==> src/rtl/mfs_pkg.sv <==
package mfs_pkg;

  // Debug state codes, listed from highest to lowest priority except NORMAL.
  typedef enum logic [2:0] {
    ST_NO_SUPPLY = 3'd0,
    ST_STARTUP   = 3'd1,
    ST_OVERVOLT  = 3'd2,
    ST_CLIP_NEG  = 3'd3,
    ST_CLIP_POS  = 3'd4,
    ST_NORMAL    = 3'd5
  } mfs_state_e;

  // Clip polarity seen by the frame generator.
  typedef enum logic [1:0] {
    POL_NONE = 2'd0,
    POL_NEG  = 2'd1,
    POL_POS  = 2'd2
  } mfs_pol_e;

endpackage

==> src/rtl/mfs_startup_timer.sv <==
module mfs_startup_timer #(
  parameter int PAT_LEN    = 32,
  parameter int ASTART_CYC = 10000
) (
  input  logic clk,
  input  logic rst_n,
  input  logic supply_ok,
  output logic in_pattern,
  output logic pat_bit,
  output logic settled
);
  localparam int CW = $clog2(ASTART_CYC + 1);
  localparam logic [CW-1:0] SAT_V = CW'(ASTART_CYC);
  localparam logic [CW-1:0] PAT_V = CW'(PAT_LEN);

  // Counts edges since supply return, saturating at the settling length.
  logic [CW-1:0] up_cnt;

  always_ff @(posedge clk or negedge rst_n) begin
    if (!rst_n) begin
      up_cnt <= '0;
    end else if (!supply_ok) begin
      up_cnt <= '0;
    end else if (up_cnt != SAT_V) begin
      up_cnt <= up_cnt + CW'(1);
    end
  end

  assign in_pattern = supply_ok && (up_cnt < PAT_V);
  assign pat_bit    = up_cnt[0];
  assign settled    = supply_ok && (up_cnt == SAT_V);

endmodule

==> src/rtl/mfs_priority_sel.sv <==
module mfs_priority_sel
  import mfs_pkg::*;
(
  input  logic       supply_ok,
  input  logic       in_pattern,
  input  logic       cm_ovr,
  input  logic       clip_neg,
  input  logic       clip_pos,
  output mfs_state_e sel_state,
  output mfs_pol_e   sel_pol
);
  always_comb begin
    sel_pol = POL_NONE;
    if (!supply_ok) begin
      sel_state = ST_NO_SUPPLY;
    end else if (in_pattern) begin
      sel_state = ST_STARTUP;
    end else if (cm_ovr) begin
      sel_state = ST_OVERVOLT;
    end else if (clip_neg) begin
      sel_state = ST_CLIP_NEG;
      sel_pol   = POL_NEG;
    end else if (clip_pos) begin
      sel_state = ST_CLIP_POS;
      sel_pol   = POL_POS;
    end else begin
      sel_state = ST_NORMAL;
    end
  end

endmodule

==> src/rtl/mfs_clip_framer.sv <==
module mfs_clip_framer
  import mfs_pkg::*;
#(
  parameter int FILL_LEN = 127,
  parameter int MAX_RUN  = 3,
  parameter int LVL_W    = 2
) (
  input  logic             clk,
  input  logic             rst_n,
  input  mfs_pol_e         pol,
  input  logic [LVL_W-1:0] lvl,
  output logic             frame_bit
);
  localparam int FW = $clog2(FILL_LEN + MAX_RUN + 1);

  logic [FW-1:0] fr_cnt;
  logic [FW-1:0] idx;
  logic [FW-1:0] nxt_idx;
  mfs_pol_e      last_pol;
  int            run_len;
  logic          in_tail;
  logic          wrap;

  // Overdrive code to tail length, saturating at MAX_RUN.
  always_comb begin
    if (int'(lvl) >= MAX_RUN - 1) run_len = MAX_RUN;
    else                          run_len = int'(lvl) + 1;
  end

  always_comb begin
    idx       = (pol == last_pol) ? fr_cnt : '0;
    in_tail   = int'(idx) >= FILL_LEN;
    wrap      = (int'(idx) + 1) >= (FILL_LEN + run_len);
    nxt_idx   = wrap ? '0 : idx + FW'(1);
    frame_bit = (pol == POL_NEG) ? in_tail : !in_tail;
  end

  always_ff @(posedge clk or negedge rst_n) begin
    if (!rst_n) begin
      fr_cnt   <= '0;
      last_pol <= POL_NONE;
    end else if (pol == POL_NONE) begin
      fr_cnt   <= '0;
      last_pol <= POL_NONE;
    end else begin
      fr_cnt   <= nxt_idx;
      last_pol <= pol;
    end
  end

endmodule

==> src/rtl/mod_failsafe_seq.sv <==
module mod_failsafe_seq
  import mfs_pkg::*;
#(
  parameter int PAT_LEN    = 32,
  parameter int ASTART_CYC = 10000,
  parameter int FILL_LEN   = 127,
  parameter int MAX_RUN    = 3,
  parameter int LVL_W      = 2
) (
  input  logic             clk,
  input  logic             rst_n,
  input  logic             supply_ok,
  input  logic             cm_ovr,
  input  logic             clip_neg,
  input  logic             clip_pos,
  input  logic [LVL_W-1:0] drive_lvl,
  input  logic             mod_bit,
  output logic             dout,
  output logic             dout_valid,
  output logic [2:0]       state_dbg
);
  logic       in_pattern;
  logic       pat_bit;
  logic       settled;
  logic       frame_bit;
  logic       dout_d;
  mfs_state_e sel_state;
  mfs_pol_e   sel_pol;
  mfs_state_e state_q;

  mfs_startup_timer #(
    .PAT_LEN   (PAT_LEN),
    .ASTART_CYC(ASTART_CYC)
  ) u_timer (
    .clk       (clk),
    .rst_n     (rst_n),
    .supply_ok (supply_ok),
    .in_pattern(in_pattern),
    .pat_bit   (pat_bit),
    .settled   (settled)
  );

  mfs_priority_sel u_sel (
    .supply_ok (supply_ok),
    .in_pattern(in_pattern),
    .cm_ovr    (cm_ovr),
    .clip_neg  (clip_neg),
    .clip_pos  (clip_pos),
    .sel_state (sel_state),
    .sel_pol   (sel_pol)
  );

  mfs_clip_framer #(
    .FILL_LEN(FILL_LEN),
    .MAX_RUN (MAX_RUN),
    .LVL_W   (LVL_W)
  ) u_framer (
    .clk      (clk),
    .rst_n    (rst_n),
    .pol      (sel_pol),
    .lvl      (drive_lvl),
    .frame_bit(frame_bit)
  );

  always_comb begin
    unique case (sel_state)
      ST_NO_SUPPLY: dout_d = 1'b0;
      ST_STARTUP:   dout_d = pat_bit;
      ST_OVERVOLT:  dout_d = 1'b1;
      ST_CLIP_NEG,
      ST_CLIP_POS:  dout_d = frame_bit;
      default:      dout_d = mod_bit;
    endcase
  end

  always_ff @(posedge clk or negedge rst_n) begin
    if (!rst_n) begin
      dout       <= 1'b0;
      dout_valid <= 1'b0;
      state_q    <= ST_NO_SUPPLY;
    end else begin
      dout       <= dout_d;
      dout_valid <= settled;
      state_q    <= sel_state;
    end
  end

  assign state_dbg = state_q;

endmodule

==> config.mk <==
export PLATFORM = sky130hd
export DESIGN_NAME = mod_failsafe_seq
export DESIGN_NICKNAME = d
export VERILOG_FILES = /design/src/rtl/mfs_pkg.sv /design/src/rtl/mfs_startup_timer.sv /design/src/rtl/mfs_priority_sel.sv /design/src/rtl/mfs_clip_framer.sv /design/src/rtl/mod_failsafe_seq.sv
export SDC_FILE = /design/constraint.sdc
export NUM_CORES = 1
export LEC_CHECK = 0
export CAP_MARGIN = 40
export CORE_ASPECT_RATIO = 0.5
export CORE_MARGIN = 2
export CORE_UTILIZATION = 55
export CTS_CLUSTER_DIAMETER = 150
export DETAILED_ROUTE_END_ITERATION = 10
export HOLD_SLACK_MARGIN = 0.06
export PLACE_DENSITY_LB_ADDON = 0.3
export SLEW_MARGIN = 30
export SYNTH_ARGS = -nofsm -noshare
export SYNTH_HDL_FRONTEND = slang
export SYNTH_SLANG_ARGS = --single-unit
==> constraint.sdc <==
create_clock -name clk -period 4.25 [get_ports clk]
set_clock_uncertainty 0.05 [all_clocks]
set_input_delay 0.85 -clock clk [delete_from_list [all_inputs] [get_ports clk]]
set_output_delay 0.85 -clock clk [all_outputs]
set_load 0.005 [all_outputs]
==> qor.txt <==
Clock Root Buffer: clkbuf_8
CTS tree: built
Main synth FF type: dfrtp_1
Main combinational cell family by area after synthesis: simple AND/OR/NAND/NOR gates
Global routing met2 resource utilization: 41.3%
Die W: 83.2 µm
Clk_lat worst skew: 280 ps
Post-synthesis adder-cell area fraction: 9.42%
Synthesized flop and latch total: 29
Worst VDD drop: 0.279 mV
First-pass GRT wire length: 6040 µm
Final worst-path cycle share: 94.2%
Max Clock Freq: 0.250 GHz
Total Routing Usage GR: 21.8%
R2R depth: 17
Post-synthesis mux area share: 1.74%
Routed vias/inst: 5.42
Sw frac: 21.9%
Max clock buf depth: 2
XOR/XNOR share of the synthesized area: 8.62%
Vias in the first global route: 1,407
Max stage delay cell, worst path: clkdlybuf4s50_1
DIE AREA: 0.00363 mm²
Pwr dens: 263 mW/mm²
Net Sw Power: 0.126 mW
Number of flops mapped to enable cells by yosys: 0
CP endpoint kind: register
Worst hold path type: reg2reg
Starting Density: 57.6%
Ratio of cells with drive above 1 in the final layout: 17.7%
CTS H-tree lvls: 2
Met3 Usage GRT: 6.67%
Worst setup path endpoint: u_framer.fr_cnt[3]
Critical path class: in2reg
Antenna-violating nets left: 0
Asr flop ratio synth: 100%
Iter 0 DRT Violations: 37
Final Setup Violations: 0
R2r endpoint: u_framer.fr_cnt[3]
Syn. warnings: 0
Avg Synthesized Cell Area: 9.65 µm²
RSZ-0062 raised after global routing: false
Die height: 43.6 µm
GRT overflow: 0
HPWL reported at the end of detailed placement: 2720 µm
# IOs: 14
Final Cell Area: 0.00218 mm²
Area of the mapped netlist: 0.00173 mm²
Seq/Total Area, Yosys: 42.0%
Worst reg2reg setup slack: 290 ps
CTS Buf Count: 5
DR vias: 1,408
Max-Cap Viols: 0
Met1 usage: 23.7%
Sequential Power Share: 49.4%
Crit-path cells: clkdlybuf4s50_1, nor2b_4, o31ai_4, o21a_2, or2_1, and2_1, ha_1, nand2_1, nor2_1, xnor2_1, nor2_1, ha_1, and3_1, a221oi_2, o21a_1, o21ai_2, nor4_1
Simple-Gate Fraction of Synth Area: 25.7%
Site row count: 14
CP Launch Point: supply_ok
R2r startpoint: u_timer.up_cnt[6]
Synth Area in Compound Gates: 10.3%
Crit path launch type: input pin
Antenna diodes: 0
Largest stage delay, worst path: 480 ps
P_int: 0.448 mW
DRC: 0
Fin crit period: 4000 ps
Largest net degree at the start of global routing: 30
Nets@finish: 241
Leak pwr: 0.977 nW
Arrival time worst endpoint: 4110 ps
Clk pwr share: 42.6%
Logic pwr share: 8.0%
Final core occ: 72.8%
Max-slew violation count: 0
DRT Pass-1 Iters: 4
WL/cell: 13.9 µm
Routability congestion estimate: 0.873
Final Instance Count excl. Fillers: 260
Initial antenna violation count: 0
Clk slew on worst S/H paths: 60 ps
Worst path required time: 4360 ps
Synth unique cells: 43
Port Buffers: 13
CORE AREA: 0.00300 mm²
Placed cell count: 250
Syn Inst Count: 179
Most used routing layer: met2
Fin. Hold Viols: 0
Slew HR: 64.8%
CP max FO: 7
Status: completed
Syn-to-layout area delta: 26.3%
Area post-placement: 0.00204 mm²
# clock sinks: 29
DRT Wirelength: 3610 µm
Worst slew pin tran: 522 ps
Total power: 0.573 mW
synthesized netlist by cell type, types with 2 or more instances:
cell type | count | area, µm²
nand2_1 | 6 | 22.5
o21a_1 | 2 | 15.0
nor2b_1 | 4 | 25.0
a21oi_1 | 3 | 15.0
or4_1 | 2 | 15.0
xor2_1 | 8 | 70.1
a211oi_1 | 2 | 15.0
and3_1 | 3 | 18.8
and2_1 | 4 | 25.0
o21ai_0 | 3 | 15.0
o21ai_1 | 2 | 10.0
nand4_1 | 3 | 18.8
xnor2_1 | 9 | 78.8
or3_1 | 2 | 12.5
dfrtp_1 | 29 | 726
inv_1 | 7 | 26.3
nor4_1 | 6 | 37.5
mux2i_1 | 3 | 30.0
nor2_1 | 29 | 109
nand3_1 | 12 | 60.1
o31ai_1 | 2 | 15.0
nor3_1 | 3 | 15.0
nor3b_1 | 2 | 15.0
ha_1 | 13 | 163
conb_1 | 2 | 7.51
sequential cells by signal, indices dropped and copies added (netlist names):
name / cells
u_timer.up_cnt: 14
u_framer.fr_cnt: 8
state_dbg: 3
u_framer.last_pol: 2
dout: 1
dout_valid: 1
worst max-delay path, delay by kind of cell:
kind | cells | cell delay [ps]
AND/OR/NAND/NOR | 8 | 1270
AO/OA/AOI/OAI | 5 | 830
adder cells (fa/ha/maj) | 2 | 510
buffers and inverters | 1 | 480
XOR/XNOR | 1 | 190
how the worst min path moves through the flow:
stage | startpoint | end | slack (ps) | cells after the start
final | u_framer.fr_cnt[0] | u_framer.fr_cnt[0] | 450 | 1
after global routing | u_framer.fr_cnt[0] | u_framer.fr_cnt[0] | 470 | 1
after CTS | u_framer.fr_cnt[0] | u_framer.fr_cnt[0] | 450 | 1
after detailed placement | u_framer.fr_cnt[0] | u_framer.fr_cnt[0] | 450 | 1
after global placement | u_framer.fr_cnt[0] | u_framer.fr_cnt[0] | 430 | 1
after floorplan | u_framer.fr_cnt[0] | u_framer.fr_cnt[0] | 410 | 1
metal layers:
| metal | part of all wire (%) | vias to the layer above |
|---|---|---|
| li1 | - | 713 |
| met1 | 42 | 677 |
| met2 | 54 | 13 |
| met3 | 2.7 | 5 |
| met4 | 1.1 | 0 |
| met5 | 0 | - |
cell type report:
class                           instances  area, µm²
Multi-Input combinational cell        144       1000
Fill cell                             232        815
Sequential cell                        29        727
Timing Repair Buffer                   32        273
Clock buffer                            7       96.3
Tap cell                               40       50.0
Inverter                                7       26.3
Clock inverter                          1       5.00
timing repair:
| item | 4_1_cts | 5_1_grt |
|---|---|---|
| hold buffers | 0 | 0 |
| pin swaps | 0 | 6 |
| endpoints found under the setup margin | 4 | 8 |
| gates resized for setup | 1 | 5 |
| endpoints found under the hold margin | 0 | 0 |
| setup buffers | 0 | 2 |
placed cells by master (no fill, tap or decap), types with 2 or more instances in the layout:
cell	count
or3_1	2
xor2_1	7
nor2_1	29
dfrtp_1	28
o21ai_0	3
inv_1	7
clkdlybuf4s50_1	13
nor3_1	3
buf_4	19
and2_1	4
xnor2_1	9
a21oi_1	3
ha_1	13
nor2b_1	3
a211oi_1	2
nor3b_1	2
and3_1	3
conb_1	4
clkbuf_8	7
or4_1	2
nand2_1	6
o21a_1	2
o31ai_1	2
nand3_1	12
mux2i_1	3
nor4_1	6
nand4_1	3
logic make-up after synthesis:
family,Yosys count
xor gates and xnor gates,17
AOI/OAI and AO/OA,23
adders and majority gates,13
muxes,3
buffers and inverters,8
other,2
and+or+nand+nor,84
DFF,29
power groups by stage:
| stage | Clock [mW] | Combinational, mW | Sequential, mW |
|---|---|---|---|
| finish | 0.244 | 0.0461 | 0.283 |
| global route | 0.264 | 0.0520 | 0.283 |
| CTS | 0.248 | 0.0453 | 0.283 |
| detailed placement | 0 | 0.0448 | 0.288 |
| global placement | 0 | 0.0433 | 0.288 |
| floorplan | 0 | 0.0187 | 0.287 |
stage by stage:
stage	hold WS, ps	worst slack (ps)	TNS (ps)
6_report	446	248	0
3_5_place_dp	446	-338	-2190
3_3_place_gp	431	-135	-678
5_1_grt	467	3.22	0
2_1_floorplan	406	348	0
4_1_cts	455	8.28	0
No activity file was read; power rests on OpenSTA's default activity.
